[src/rtl/wp_pkg.sv]
package wp_pkg;
  localparam int WP_IDX_W   = 5;
  localparam int WP_LEN_W   = 3;
  localparam int WP_VEC_W   = 10;
  localparam int WP_NUM_VEC = 4;
  // reset lists: bytes 0..3 upward, stop on vector 3
  localparam logic [19:0] WP_RST_LO = 20'h4380E;
  localparam logic [19:0] WP_RST_HI = 20'hC3E0E;

  typedef struct packed {
    logic [WP_IDX_W-1:0] start;
    logic                msb_first;
    logic [WP_LEN_W-1:0] len_m1;
    logic                stop;
  } wp_vec_t;
endpackage

[src/rtl/wp_cfg.sv]
module wp_cfg
  import wp_pkg::*;
#(
  parameter int NUM_VEC = WP_NUM_VEC,
  parameter int VEC_W   = WP_VEC_W,
  parameter int ADDR_W  = 3,
  parameter int DATA_W  = 32
) (
  input  logic              clk_i,
  input  logic              rst_ni,
  input  logic              we_i,
  input  logic [ADDR_W-1:0] addr_i,
  input  logic [DATA_W-1:0] wdata_i,
  output wp_vec_t           tx_vecs_o [NUM_VEC],
  output wp_vec_t           rx_vecs_o [NUM_VEC],
  output logic              gran_o
);
  localparam int VPR    = 2;
  localparam int PAIR_W = VPR * VEC_W;
  localparam int REGS_D = NUM_VEC / VPR;
  localparam int NREG   = 2 * REGS_D;

  logic [PAIR_W-1:0] cfg_q [NREG];
  logic              gran_q;

  always_ff @(posedge clk_i or negedge rst_ni) begin
    if (!rst_ni) begin
      for (int r = 0; r < NREG; r++) cfg_q[r] <= (r % 2 == 0) ? WP_RST_LO : WP_RST_HI;
      gran_q <= 1'b0;
    end else if (we_i) begin
      if (int'(addr_i) < NREG) cfg_q[int'(addr_i)] <= wdata_i[PAIR_W-1:0];
      else if (int'(addr_i) == NREG) gran_q <= wdata_i[0];
    end
  end

  for (genvar k = 0; k < NUM_VEC; k++) begin : g_vec
    assign tx_vecs_o[k] = cfg_q[k/VPR][(k%VPR)*VEC_W +: VEC_W];
    assign rx_vecs_o[k] = cfg_q[REGS_D + k/VPR][(k%VPR)*VEC_W +: VEC_W];
  end

  assign gran_o = gran_q;
endmodule

[src/rtl/wp_seq.sv]
module wp_seq
  import wp_pkg::*;
#(
  parameter int NUM_VEC = WP_NUM_VEC,
  parameter int IDX_W   = WP_IDX_W,
  parameter int LEN_W   = WP_LEN_W,
  parameter int WORD_W  = 32
) (
  input  logic             clk_i,
  input  logic             rst_ni,
  input  wp_vec_t          vecs_i [NUM_VEC],
  input  logic             gran_i,
  input  logic             step_i,
  output logic [IDX_W-1:0] lo_o,
  output logic [LEN_W-1:0] len_m1_o,
  output logic             last_o
);
  localparam int VSEL_W = (NUM_VEC > 1) ? $clog2(NUM_VEC) : 1;
  localparam int HALF   = WORD_W / 2;

  logic [VSEL_W-1:0] idx_q;
  logic              pass_q;
  wp_vec_t           cur;
  logic              last_vec;
  logic [IDX_W-1:0]  off;

  assign cur      = vecs_i[idx_q];
  assign last_vec = cur.stop || (idx_q == VSEL_W'(NUM_VEC-1));
  assign last_o   = last_vec && (pass_q || !gran_i);
  assign off      = pass_q ? IDX_W'(HALF) : '0;
  assign lo_o     = IDX_W'(cur.start) + off - (cur.msb_first ? IDX_W'(cur.len_m1) : '0);
  assign len_m1_o = cur.len_m1;

  always_ff @(posedge clk_i or negedge rst_ni) begin
    if (!rst_ni) begin
      idx_q  <= '0;
      pass_q <= 1'b0;
    end else if (step_i) begin
      if (last_o) begin
        idx_q  <= '0;
        pass_q <= 1'b0;
      end else if (last_vec) begin
        idx_q  <= '0;
        pass_q <= 1'b1;
      end else begin
        idx_q <= idx_q + 1'b1;
      end
    end
  end

  a_r5_restart: assert property (@(posedge clk_i) disable iff (!rst_ni)
    step_i && last_o |=> (idx_q == '0) && !pass_q);
  a_r7_second_pass: assert property (@(posedge clk_i) disable iff (!rst_ni)
    step_i && last_vec && !last_o |=> pass_q && (idx_q == '0));
endmodule

[src/rtl/wp_unpack.sv]
module wp_unpack #(
  parameter int WORD_W  = 32,
  parameter int CHUNK_W = 8,
  parameter int IDX_W   = 5,
  parameter int LEN_W   = 3
) (
  input  logic               clk_i,
  input  logic               rst_ni,
  input  logic [IDX_W-1:0]   lo_i,
  input  logic [LEN_W-1:0]   len_m1_i,
  input  logic               last_i,
  output logic               step_o,
  input  logic [WORD_W-1:0]  word_i,
  input  logic               word_valid_i,
  output logic               word_ready_o,
  output logic [CHUNK_W-1:0] chunk_o,
  output logic [LEN_W-1:0]   len_m1_o,
  output logic               valid_o,
  input  logic               ready_i
);
  logic [WORD_W-1:0] word_q;
  logic              hold_q;

  assign step_o       = hold_q && ready_i;
  assign word_ready_o = !hold_q || (step_o && last_i);
  assign valid_o      = hold_q;
  assign len_m1_o     = len_m1_i;

  always_comb begin
    chunk_o = '0;
    for (int b = 0; b < CHUNK_W; b++) begin
      if (b <= int'(len_m1_i)) chunk_o[b] = word_q[IDX_W'(lo_i + IDX_W'(b))];
    end
  end

  always_ff @(posedge clk_i or negedge rst_ni) begin
    if (!rst_ni) begin
      word_q <= '0;
      hold_q <= 1'b0;
    end else if (word_valid_i && word_ready_o) begin
      word_q <= word_i;
      hold_q <= 1'b1;
    end else if (step_o && last_i) begin
      hold_q <= 1'b0;
    end
  end

  a_r10_tx_hold: assert property (@(posedge clk_i) disable iff (!rst_ni)
    valid_o && !ready_i |=> valid_o && $stable(chunk_o) && $stable(len_m1_o));
  a_r3_upper_zero: assert property (@(posedge clk_i) disable iff (!rst_ni)
    valid_o |-> ((16'(chunk_o) >> (int'(len_m1_o) + 1)) == 16'd0));
  a_r10_tx_load: assert property (@(posedge clk_i) disable iff (!rst_ni)
    word_valid_i && word_ready_o |=> valid_o);
endmodule

[src/rtl/wp_pack.sv]
module wp_pack #(
  parameter int WORD_W  = 32,
  parameter int CHUNK_W = 8,
  parameter int IDX_W   = 5,
  parameter int LEN_W   = 3
) (
  input  logic               clk_i,
  input  logic               rst_ni,
  input  logic [IDX_W-1:0]   lo_i,
  input  logic [LEN_W-1:0]   len_m1_i,
  input  logic               last_i,
  output logic               step_o,
  input  logic [CHUNK_W-1:0] chunk_i,
  input  logic               chunk_valid_i,
  output logic               chunk_ready_o,
  output logic [WORD_W-1:0]  word_o,
  output logic               word_valid_o,
  input  logic               word_ready_i
);
  logic [WORD_W-1:0] acc_q, word_q, placed;
  logic              out_q;

  assign chunk_ready_o = !out_q || word_ready_i;
  assign step_o        = chunk_valid_i && chunk_ready_o;
  assign word_o        = word_q;
  assign word_valid_o  = out_q;

  always_comb begin
    placed = acc_q;
    for (int b = 0; b < CHUNK_W; b++) begin
      if (b <= int'(len_m1_i)) placed[IDX_W'(lo_i + IDX_W'(b))] = chunk_i[b];
    end
  end

  always_ff @(posedge clk_i or negedge rst_ni) begin
    if (!rst_ni) begin
      acc_q  <= '0;
      word_q <= '0;
      out_q  <= 1'b0;
    end else begin
      if (step_o) begin
        if (last_i) begin
          word_q <= placed;
          acc_q  <= '0;
        end else begin
          acc_q <= placed;
        end
      end
      if (step_o && last_i) out_q <= 1'b1;
      else if (word_ready_i) out_q <= 1'b0;
    end
  end

  a_r10_rx_hold: assert property (@(posedge clk_i) disable iff (!rst_ni)
    word_valid_o && !word_ready_i |=> word_valid_o && $stable(word_o));
  a_r8_push: assert property (@(posedge clk_i) disable iff (!rst_ni)
    step_o && last_i |=> word_valid_o);
  a_r10_rx_full: assert property (@(posedge clk_i) disable iff (!rst_ni)
    word_valid_o && !word_ready_i |-> !chunk_ready_o);
endmodule

[src/rtl/vec_word_packer.sv]
module vec_word_packer
  import wp_pkg::*;
#(
  parameter int WORD_W  = 32,
  parameter int CHUNK_W = 8,
  parameter int NUM_VEC = WP_NUM_VEC,
  parameter int ADDR_W  = 3
) (
  input  logic               clk_i,
  input  logic               rst_ni,
  input  logic               cfg_we_i,
  input  logic [ADDR_W-1:0]  cfg_addr_i,
  input  logic [31:0]        cfg_wdata_i,
  input  logic [WORD_W-1:0]  tx_word_i,
  input  logic               tx_word_valid_i,
  output logic               tx_word_ready_o,
  output logic [CHUNK_W-1:0] tx_chunk_o,
  output logic [WP_LEN_W-1:0] tx_chunk_len_o,
  output logic               tx_chunk_valid_o,
  input  logic               tx_chunk_ready_i,
  input  logic [CHUNK_W-1:0] rx_chunk_i,
  input  logic               rx_chunk_valid_i,
  output logic               rx_chunk_ready_o,
  output logic [WP_LEN_W-1:0] rx_chunk_len_o,
  output logic [WORD_W-1:0]  rx_word_o,
  output logic               rx_word_valid_o,
  input  logic               rx_word_ready_i
);
  localparam int IDX_W = $clog2(WORD_W);

  wp_vec_t tx_vecs [NUM_VEC];
  wp_vec_t rx_vecs [NUM_VEC];
  logic    gran;

  logic [IDX_W-1:0]    tx_lo, rx_lo;
  logic [WP_LEN_W-1:0] tx_len, rx_len;
  logic                tx_last, rx_last, tx_step, rx_step;

  wp_cfg #(.NUM_VEC(NUM_VEC), .VEC_W(WP_VEC_W), .ADDR_W(ADDR_W), .DATA_W(32)) u_cfg (
    .clk_i, .rst_ni, .we_i(cfg_we_i), .addr_i(cfg_addr_i), .wdata_i(cfg_wdata_i),
    .tx_vecs_o(tx_vecs), .rx_vecs_o(rx_vecs), .gran_o(gran));

  wp_seq #(.NUM_VEC(NUM_VEC), .IDX_W(IDX_W), .LEN_W(WP_LEN_W), .WORD_W(WORD_W)) u_tx_seq (
    .clk_i, .rst_ni, .vecs_i(tx_vecs), .gran_i(gran), .step_i(tx_step),
    .lo_o(tx_lo), .len_m1_o(tx_len), .last_o(tx_last));

  wp_seq #(.NUM_VEC(NUM_VEC), .IDX_W(IDX_W), .LEN_W(WP_LEN_W), .WORD_W(WORD_W)) u_rx_seq (
    .clk_i, .rst_ni, .vecs_i(rx_vecs), .gran_i(gran), .step_i(rx_step),
    .lo_o(rx_lo), .len_m1_o(rx_len), .last_o(rx_last));

  wp_unpack #(.WORD_W(WORD_W), .CHUNK_W(CHUNK_W), .IDX_W(IDX_W), .LEN_W(WP_LEN_W)) u_unpack (
    .clk_i, .rst_ni, .lo_i(tx_lo), .len_m1_i(tx_len), .last_i(tx_last), .step_o(tx_step),
    .word_i(tx_word_i), .word_valid_i(tx_word_valid_i), .word_ready_o(tx_word_ready_o),
    .chunk_o(tx_chunk_o), .len_m1_o(tx_chunk_len_o), .valid_o(tx_chunk_valid_o),
    .ready_i(tx_chunk_ready_i));

  wp_pack #(.WORD_W(WORD_W), .CHUNK_W(CHUNK_W), .IDX_W(IDX_W), .LEN_W(WP_LEN_W)) u_pack (
    .clk_i, .rst_ni, .lo_i(rx_lo), .len_m1_i(rx_len), .last_i(rx_last), .step_o(rx_step),
    .chunk_i(rx_chunk_i), .chunk_valid_i(rx_chunk_valid_i), .chunk_ready_o(rx_chunk_ready_o),
    .word_o(rx_word_o), .word_valid_o(rx_word_valid_o), .word_ready_i(rx_word_ready_i));

  assign rx_chunk_len_o = rx_len;
endmodule

[config.mk]
export PLATFORM = sky130hd
export DESIGN_NAME = vec_word_packer
export DESIGN_NICKNAME = d
export VERILOG_FILES = /design/src/rtl/wp_pkg.sv /design/src/rtl/wp_cfg.sv /design/src/rtl/wp_seq.sv /design/src/rtl/wp_unpack.sv /design/src/rtl/wp_pack.sv /design/src/rtl/vec_word_packer.sv
export SDC_FILE = /design/constraint.sdc
export NUM_CORES = 1
export LEC_CHECK = 0
export BUFFER_PORTS_ARGS = -buffer_cell sky130_fd_sc_hd__buf_4
export CAP_MARGIN = 15
export CORE_AREA = 2 2 192 194
export DETAILED_ROUTE_END_ITERATION = 8
export DIE_AREA = 0 0 194 196
export HOLD_SLACK_MARGIN = 0.15
export PLACE_DENSITY = 0.68
export SLEW_MARGIN = 20
export SYNTH_ARGS = -nofsm -noshare
export SYNTH_HDL_FRONTEND = slang
export SYNTH_SLANG_ARGS = --single-unit
[constraint.sdc]
create_clock -name clk_i -period 6.9 [get_ports clk_i]
set_input_delay 1.035 -clock clk_i [delete_from_list [all_inputs] [get_ports clk_i]]
set_output_delay 1.035 -clock clk_i [all_outputs]
set_load 0.02 [all_outputs]
After elaboration in Yosys (flattened, before gate mapping):

Cells that the tools add are included.

* register bits after elaboration: 185
* logic and storage cells: 198

* $add $sub $neg: 20
* order comparisons: 43
* equal/unequal tests: 3
* muxes and demuxes: 80
* bitwise logic cells: 4
* reduce and logical (&&, ||, !) cells: 34

Operator list (count)
* bitwise mux 32 bit: 8
* two-way mux 32 bit: 8
* less-than comparator 5 x 6 -> 1 bit (second input constant): 16
* bitwise mux 80 bit: 1
* adder 5 x 3 -> 5 bit (second input constant): 8
* binary-select mux 1 bit (select 5 bit): 8
* binary-select mux 10 bit (select 2 bit): 2
* demux 1 bit (select 5 bit): 8
* demux 20 bit (select 2 bit): 1
* >= comparator 5 x 1 -> 1 bit (second input constant): 8
* two-way mux 10 bit: 4
* >= comparator 32 x 3 -> 1 bit (second input constant): 1
* less-than comparator 32 x 1 -> 1 bit (second input constant): 1
* inverter 3 -> 32 bit: 1
* two-way mux 1 bit: 31
* less-or-equal comparator 3 bit (first input constant): 8
* adder 5 x 2 -> 5 bit (second input constant): 4
* two-way mux 20 bit: 1
* logical AND 1 bit: 16
* less-or-equal comparator 2 x 3 -> 1 bit (first input constant): 4
* adder 5 x 1 -> 5 bit (second input constant): 2
* adder 5 bit: 2
* two-way mux 5 bit: 2
* subtractor 5 bit: 2
* 15 further kinds: 37

Depth between registers and ports, before layout:

* word-level depth: 26
* gate-level depth with buffers: 25

Modules after synthesis:

A second synthesis with hierarchy kept.

* cell total of the unflattened synthesis: 1532
* area, all modules: 15512.4 sq um

By module, submodules not included
* wp_pack: times used 1, cells an instance 985, area each 7727.4 sq um
* wp_unpack: times used 1, cells an instance 268, area each 3308.2 sq um
* wp_cfg: times used 1, cells an instance 175, area each 3268.1 sq um
* wp_seq: times used 2, cells an instance 52, area each 604.3 sq um

Worst setup path before layout:

Ideal clock, no wire load.

* kind: reg2reg
* start point: reg u_rx_seq.idx_q[0]
* end point: reg u_pack.acc_q[26]
* setup time: 0.127 ns
* data arrival time: 5.748 ns
* data required time: 6.773 ns
* slack: 1.025 ns
* stages on the path, launching flop included: 26
* cell sequence: dfrtp_1 buf_2 mux4_2 buf_2 and2_1 ha_1 inv_1 ha_1 inv_1 fa_1 clkbuf_1 inv_1 clkbuf_1 ha_1 buf_1 nand2_1 and4_4 buf_6 or4_1 buf_2 buf_6 a31oi_1 o221ai_1 a222oi_1 a2bb2oi_1 o21ai_1

* cells in the longest elaborated chain, start to end: 26
* elaborated cells between the ends (all ways): 80

Ends and longest elaborated chain
* from (decl): line wp_seq.sv:21 `logic [VSEL_W-1:0] idx_q;`
* from (signal assigned): line wp_seq.sv:46 `idx_q <= idx_q + 1'b1;`
* inverter 2 -> 3 bit (not written as such) (*): line wp_seq.sv:27 `assign cur = vecs_i[idx_q];`
* binary-select mux 10 bit (select 2 bit) (*): line wp_seq.sv:27
* two-way mux 10 bit (not written as such) (*) (2 in series): line wp_seq.sv:27
* named net rx_chunk_len_o[0]: line vec_word_packer.sv:24 `output logic [WP_LEN_W-1:0] rx_chunk_len_o,`
* two-way mux 3 bit: line wp_seq.sv:31 `assign lo_o = IDX_W'(cur.start) + off - (cur.msb_first ? IDX_W'(cur.len_m1) : '0);`
* subtractor 5 bit: line wp_seq.sv:31
* adder 5 x 1 -> 5 bit, or another cell as far along: line wp_pack.sv:31 `if (b <= int'(len_m1_i)) placed[IDX_W'(lo_i + IDX_W'(b))] = chunk_i[b];`
* less-than comparator 5 x 6 -> 1 bit (not written as such), or another cell as far along: line wp_pack.sv:31
* [10 not listed]
* two-way mux 32 bit: line wp_pack.sv:31
* bitwise mux 32 bit: line wp_pack.sv:31
* two-way mux 32 bit: line wp_pack.sv:31
* bitwise mux 32 bit: line wp_pack.sv:31
* two-way mux 32 bit: line wp_pack.sv:31
* bitwise mux 32 bit: line wp_pack.sv:31
* two-way mux 32 bit (*): line wp_pack.sv:31
* two-way mux 32 bit (*): line wp_pack.sv:42 `if (last_i) begin`
* to (signal assigned): line wp_pack.sv:46 `acc_q <= placed;`
* to (decl): line wp_pack.sv:20 `logic [WORD_W-1:0] acc_q, word_q, placed;`

The timed path passes the listed nets; every way through them passes the cells marked *. The select of a mux whose other input is x is not followed.
A chain may end at the register's enable or synchronous reset.

Final worst setup path:

* start point: reg u_tx_seq.idx_q[0]
* end point: out tx_chunk_o[3]

* cells in the longest elaborated chain, start to end: 10
* elaborated cells between the ends (all ways): 12

Ends and longest elaborated chain
* from (decl): line wp_seq.sv:21
* from (signal assigned): line wp_seq.sv:46
* inverter 2 -> 3 bit (not written as such) (*): line wp_seq.sv:27
* binary-select mux 10 bit (select 2 bit) (*): line wp_seq.sv:27
* two-way mux 10 bit (not written as such) (*) (2 in series): line wp_seq.sv:27
* adder 5 bit / two-way mux 3 bit (equally long branches): line wp_seq.sv:31
* subtractor 5 bit: line wp_seq.sv:31
* adder 5 x 2 -> 5 bit: line wp_unpack.sv:32 `if (b <= int'(len_m1_i)) chunk_o[b] = word_q[IDX_W'(lo_i + IDX_W'(b))];`
* binary-select mux 1 bit (select 5 bit): line wp_unpack.sv:32
* two-way mux 1 bit (not written as such): line wp_unpack.sv:32
* two-way mux 1 bit (*): line wp_unpack.sv:32
* to (decl): line vec_word_packer.sv:17 `output logic [CHUNK_W-1:0] tx_chunk_o,`

Every way passes the cells marked *; elsewhere a longest branch is shown, timed or not. The select of a mux whose other input is x is not followed.

==> results.toml <==
[sta]
final_max_slew_viol_count = 0
setup_viol = 0
finalCritPeriodShare = 0.9148
rsz0062_at_grt = "no"
setup_slack_ns = 0.5882
holdWs_ns = 0.4838
finalCriticalPeriod_ns = 6.312
clock_skew_ns = 0.02798
hold_viol = 0
max_freq_mhz = 158.4
tns_ns = 0
slew_headroom = 0.2151
tightest_slew_ns = 1.172

[setup_path]
path_cells = "mux4_2 > and2_1 > ha_2 > inv_1 > ha_1 > inv_1 > fa_1 > inv_1 > ha_1 > a21oi_1 > xnor2_1 > mux4_2 > mux2i_1 > nor2_1 > buf_4"
cp_data_arrival_time_ns = 5.28
critPathMaxFanout = 13
worstSetupPathType = "reg2out"
required_ns = 5.86
start_kind = "flip-flop"
crit_path_max_incr_delay_ns = 0.86
critPathMostFrequentCell = "inv_1"
crit_path_end_kind = "primary output"
crit_path_top_delay_cell = "fa_1"

[clock_tree]
clk-insertion-delay-late_ns = 0.49
clkTransAtPathRegs_ns = 0.09
cts-root-buf = "clkbuf_16"
hold_buffers = 0
clock_path_buffers = 2
postCtsSetupRepairBufs = 0
cts_max_level = 4
numCtsBuffers = 17
cts_tree = "built"
cts_sinks = 185

[global_routing]
antenna_found_initial = 0
grt_remaining_overflow = 0
grt_pass1_vias = 13114
grt_pass1_wl_um = 79960
grt.total_usage = 0.2757
grt_max_degree = 101

[synth]
async_flop_share = 1.000
yosysWarnings = 0
yosysSeqAreaShare = 0.3288
syn_inst = 1498
ys_seq_elements = 185
synth_nets = 1613
avgSynthCellArea_um2 = 9.487
synth_edf_count = 0
synth_cell_types = 85
syn_area_um2 = 14210
ys.flop_type = "dfrtp_1"

[finish]
filler_cell_count = 3524
drive_gt1_frac = 0.2833
area_delta_synth_final_pct = 14.84
nets = 1708
antenna_cells = 0
mostFrequentLayoutCell = "nand2_1"
layout_common_cells = "nand2_1 (188), buf_4 (171), dfrtp_1 (150)"

[min_path]
hold_path_class = "reg2reg"

[route]
drtPass1Iterations = 6
totalWireLength_um = 52600
routedWlPerCell_um = 25.36
drt_iter0_markers = 1559
route.detailed.drc = 0
ant_nets = 0
vias_per_cell = 6.485
dr_total_vias = 13449

[floorplan]
core_um2 = 36080
rows = 70
io_pins = 132
die_height_um = 196
dieWidth_um = 194
die_area_um2 = 38020
initial_core_util = 0.3938

[placed_design]
io_buffers = 119
pre_cts_slack_ns = 0.8061
hpwl_um = 40120
gp_congestion = 0.9845

[outcome]
status = "completed"

[run]
maxCapViolCount = 0
## registers in the layout, indices dropped and copies added, names as in the netlist
| signal | cells |
|---|---|
| u_rx_seq.idx_q | 2 |
| u_pack.word_o | 32 |
| u_rx_seq.pass_q | 1 |
| u_cfg.rx_vecs_o | 40 |
| u_unpack.valid_o | 1 |
| u_tx_seq.pass_q | 1 |
| u_cfg.tx_vecs_o | 40 |
| u_tx_seq.idx_q | 2 |
| u_unpack.word_q | 32 |
| u_pack.word_valid_o | 1 |
| u_pack.acc_q | 32 |
| u_cfg.gran_o | 1 |
## cell families (layout without fill, tap and decap cells)
| logic type | after synthesis | after routing | share of synthesized area |
|---|---|---|---|
| flops | 185 | 185 | 0.3288 |
| buf+inv | 122 | 230 | 0.03575 |
| xor+xnor | 39 | 39 | 0.03487 |
| compound gates | 422 | 422 | 0.2060 |
| fa+ha+maj | 33 | 33 | 0.03011 |
| mux | 195 | 195 | 0.2042 |
| simple gates | 502 | 502 | 0.1603 |
## final cells by class
type | count | area [µm²] | area share
flip-flops and latches | 185 | 4673 | 0.2864
clock inverters | 15 | 206.4 | 0.01265
inverters | 26 | 97.59 | 0.005980
clock buffers | 17 | 425.4 | 0.02607
repair buffers | 172 | 1297 | 0.07951
multi-input cells | 1191 | 9034 | 0.5536
well taps | 468 | 585.6 | 0.03588
## critical path: cells and delay by family, from the launching register on
family                     cells  cell delay (ns)
AOI/OAI and AO/OA              1             0.19
xor gates and xnor gates       1             0.24
adders and majority gates      4             1.48
buffers and inverters          4             0.51
DFF                            1             0.62
muxes                          3             1.50
and+or+nand+nor                2             0.28
## synth_stat cells, drive strengths merged (5+ instances only)
cell | count | share of area
xnor2 | 27 | 0.021
o31ai | 5 | 0.0026
nor2 | 141 | 0.038
a21o | 7 | 0.0037
a22oi | 44 | 0.023
a31oi | 14 | 0.0062
clkbuf | 68 | 0.018
o32ai | 6 | 0.0037
o221ai | 23 | 0.014
a21oi | 50 | 0.018
and2 | 22 | 0.0097
o32a | 14 | 0.0099
nand4 | 27 | 0.012
nor3 | 24 | 0.0088
a221o | 7 | 0.0049
a32oi | 12 | 0.0074
mux4 | 64 | 0.10
dfstp | 34 | 0.063
a22o | 5 | 0.0031
buf | 28 | 0.011
nand2 | 188 | 0.050
o211ai | 22 | 0.012
nand3 | 40 | 0.014
o22ai | 29 | 0.013
nor2b | 15 | 0.0066
a211oi | 8 | 0.0042
xor2 | 7 | 0.0062
nand2b | 13 | 0.0057
o21ai | 115 | 0.041
and3 | 6 | 0.0026
a31o | 6 | 0.0037
dfrtp | 151 | 0.27
a221oi | 12 | 0.0078
ha | 31 | 0.027
mux2 | 119 | 0.094
or2 | 10 | 0.0044
a222oi | 13 | 0.0092
mux2i | 12 | 0.0085
inv | 26 | 0.0069
## layer usage
metal / vias to the layer above / wire length, µm / global-route usage
li1: 5931 / - / -
met1: 6644 / 21670 / 0.3642
met2: 721 / 23390 / 0.4259
met3: 153 / 4440 / 0.05673
met4: 0 / 3100 / 0.1493
met5: - / 0 / 0
## repair_timing
action / 4_1_cts / 5_1_grt
endpoints found under the hold margin: 0 / 0
setup endpoints to repair: 0 / 1
gates resized for setup: 0 / 1
## metrics by stage
stage                     cells  area [µm²]  utilization
after global routing       2074       16320       0.4523
after floorplan            1498       14210            -
after CTS                  2074       16320       0.4522
after global placement     2042       15690       0.4347
final                      2074       16320       0.4523
after detailed placement   2042       15690       0.4347
## path summary, 6_finish.rpt
check,from,endpoint,slack (ns),cells past startpoint
max,u_tx_seq.idx_q[0]$_DFFE_PN0P_,tx_chunk_o[3],0.59,15
min,u_pack.word_o[11]$_DFFE_PN0P_,u_pack.word_o[11]$_DFFE_PN0P_,0.48,2
max reg2reg,u_rx_seq.idx_q[0]$_DFFE_PN0P_,u_pack.word_o[27]$_DFFE_PN0P_,0.86,20
min reg2reg,u_pack.word_o[11]$_DFFE_PN0P_,u_pack.word_o[11]$_DFFE_PN0P_,0.48,2
max in group asynchronous,rst_ni,u_tx_seq.idx_q[0]$_DFFE_PN0P_,5.09,2
min in group asynchronous,rst_ni,u_pack.acc_q[15]$_DFFE_PN0P_,0.57,1
Power is not shown: default switching activity piles up to over one toggle a cycle in this logic, so the estimate is an artifact.
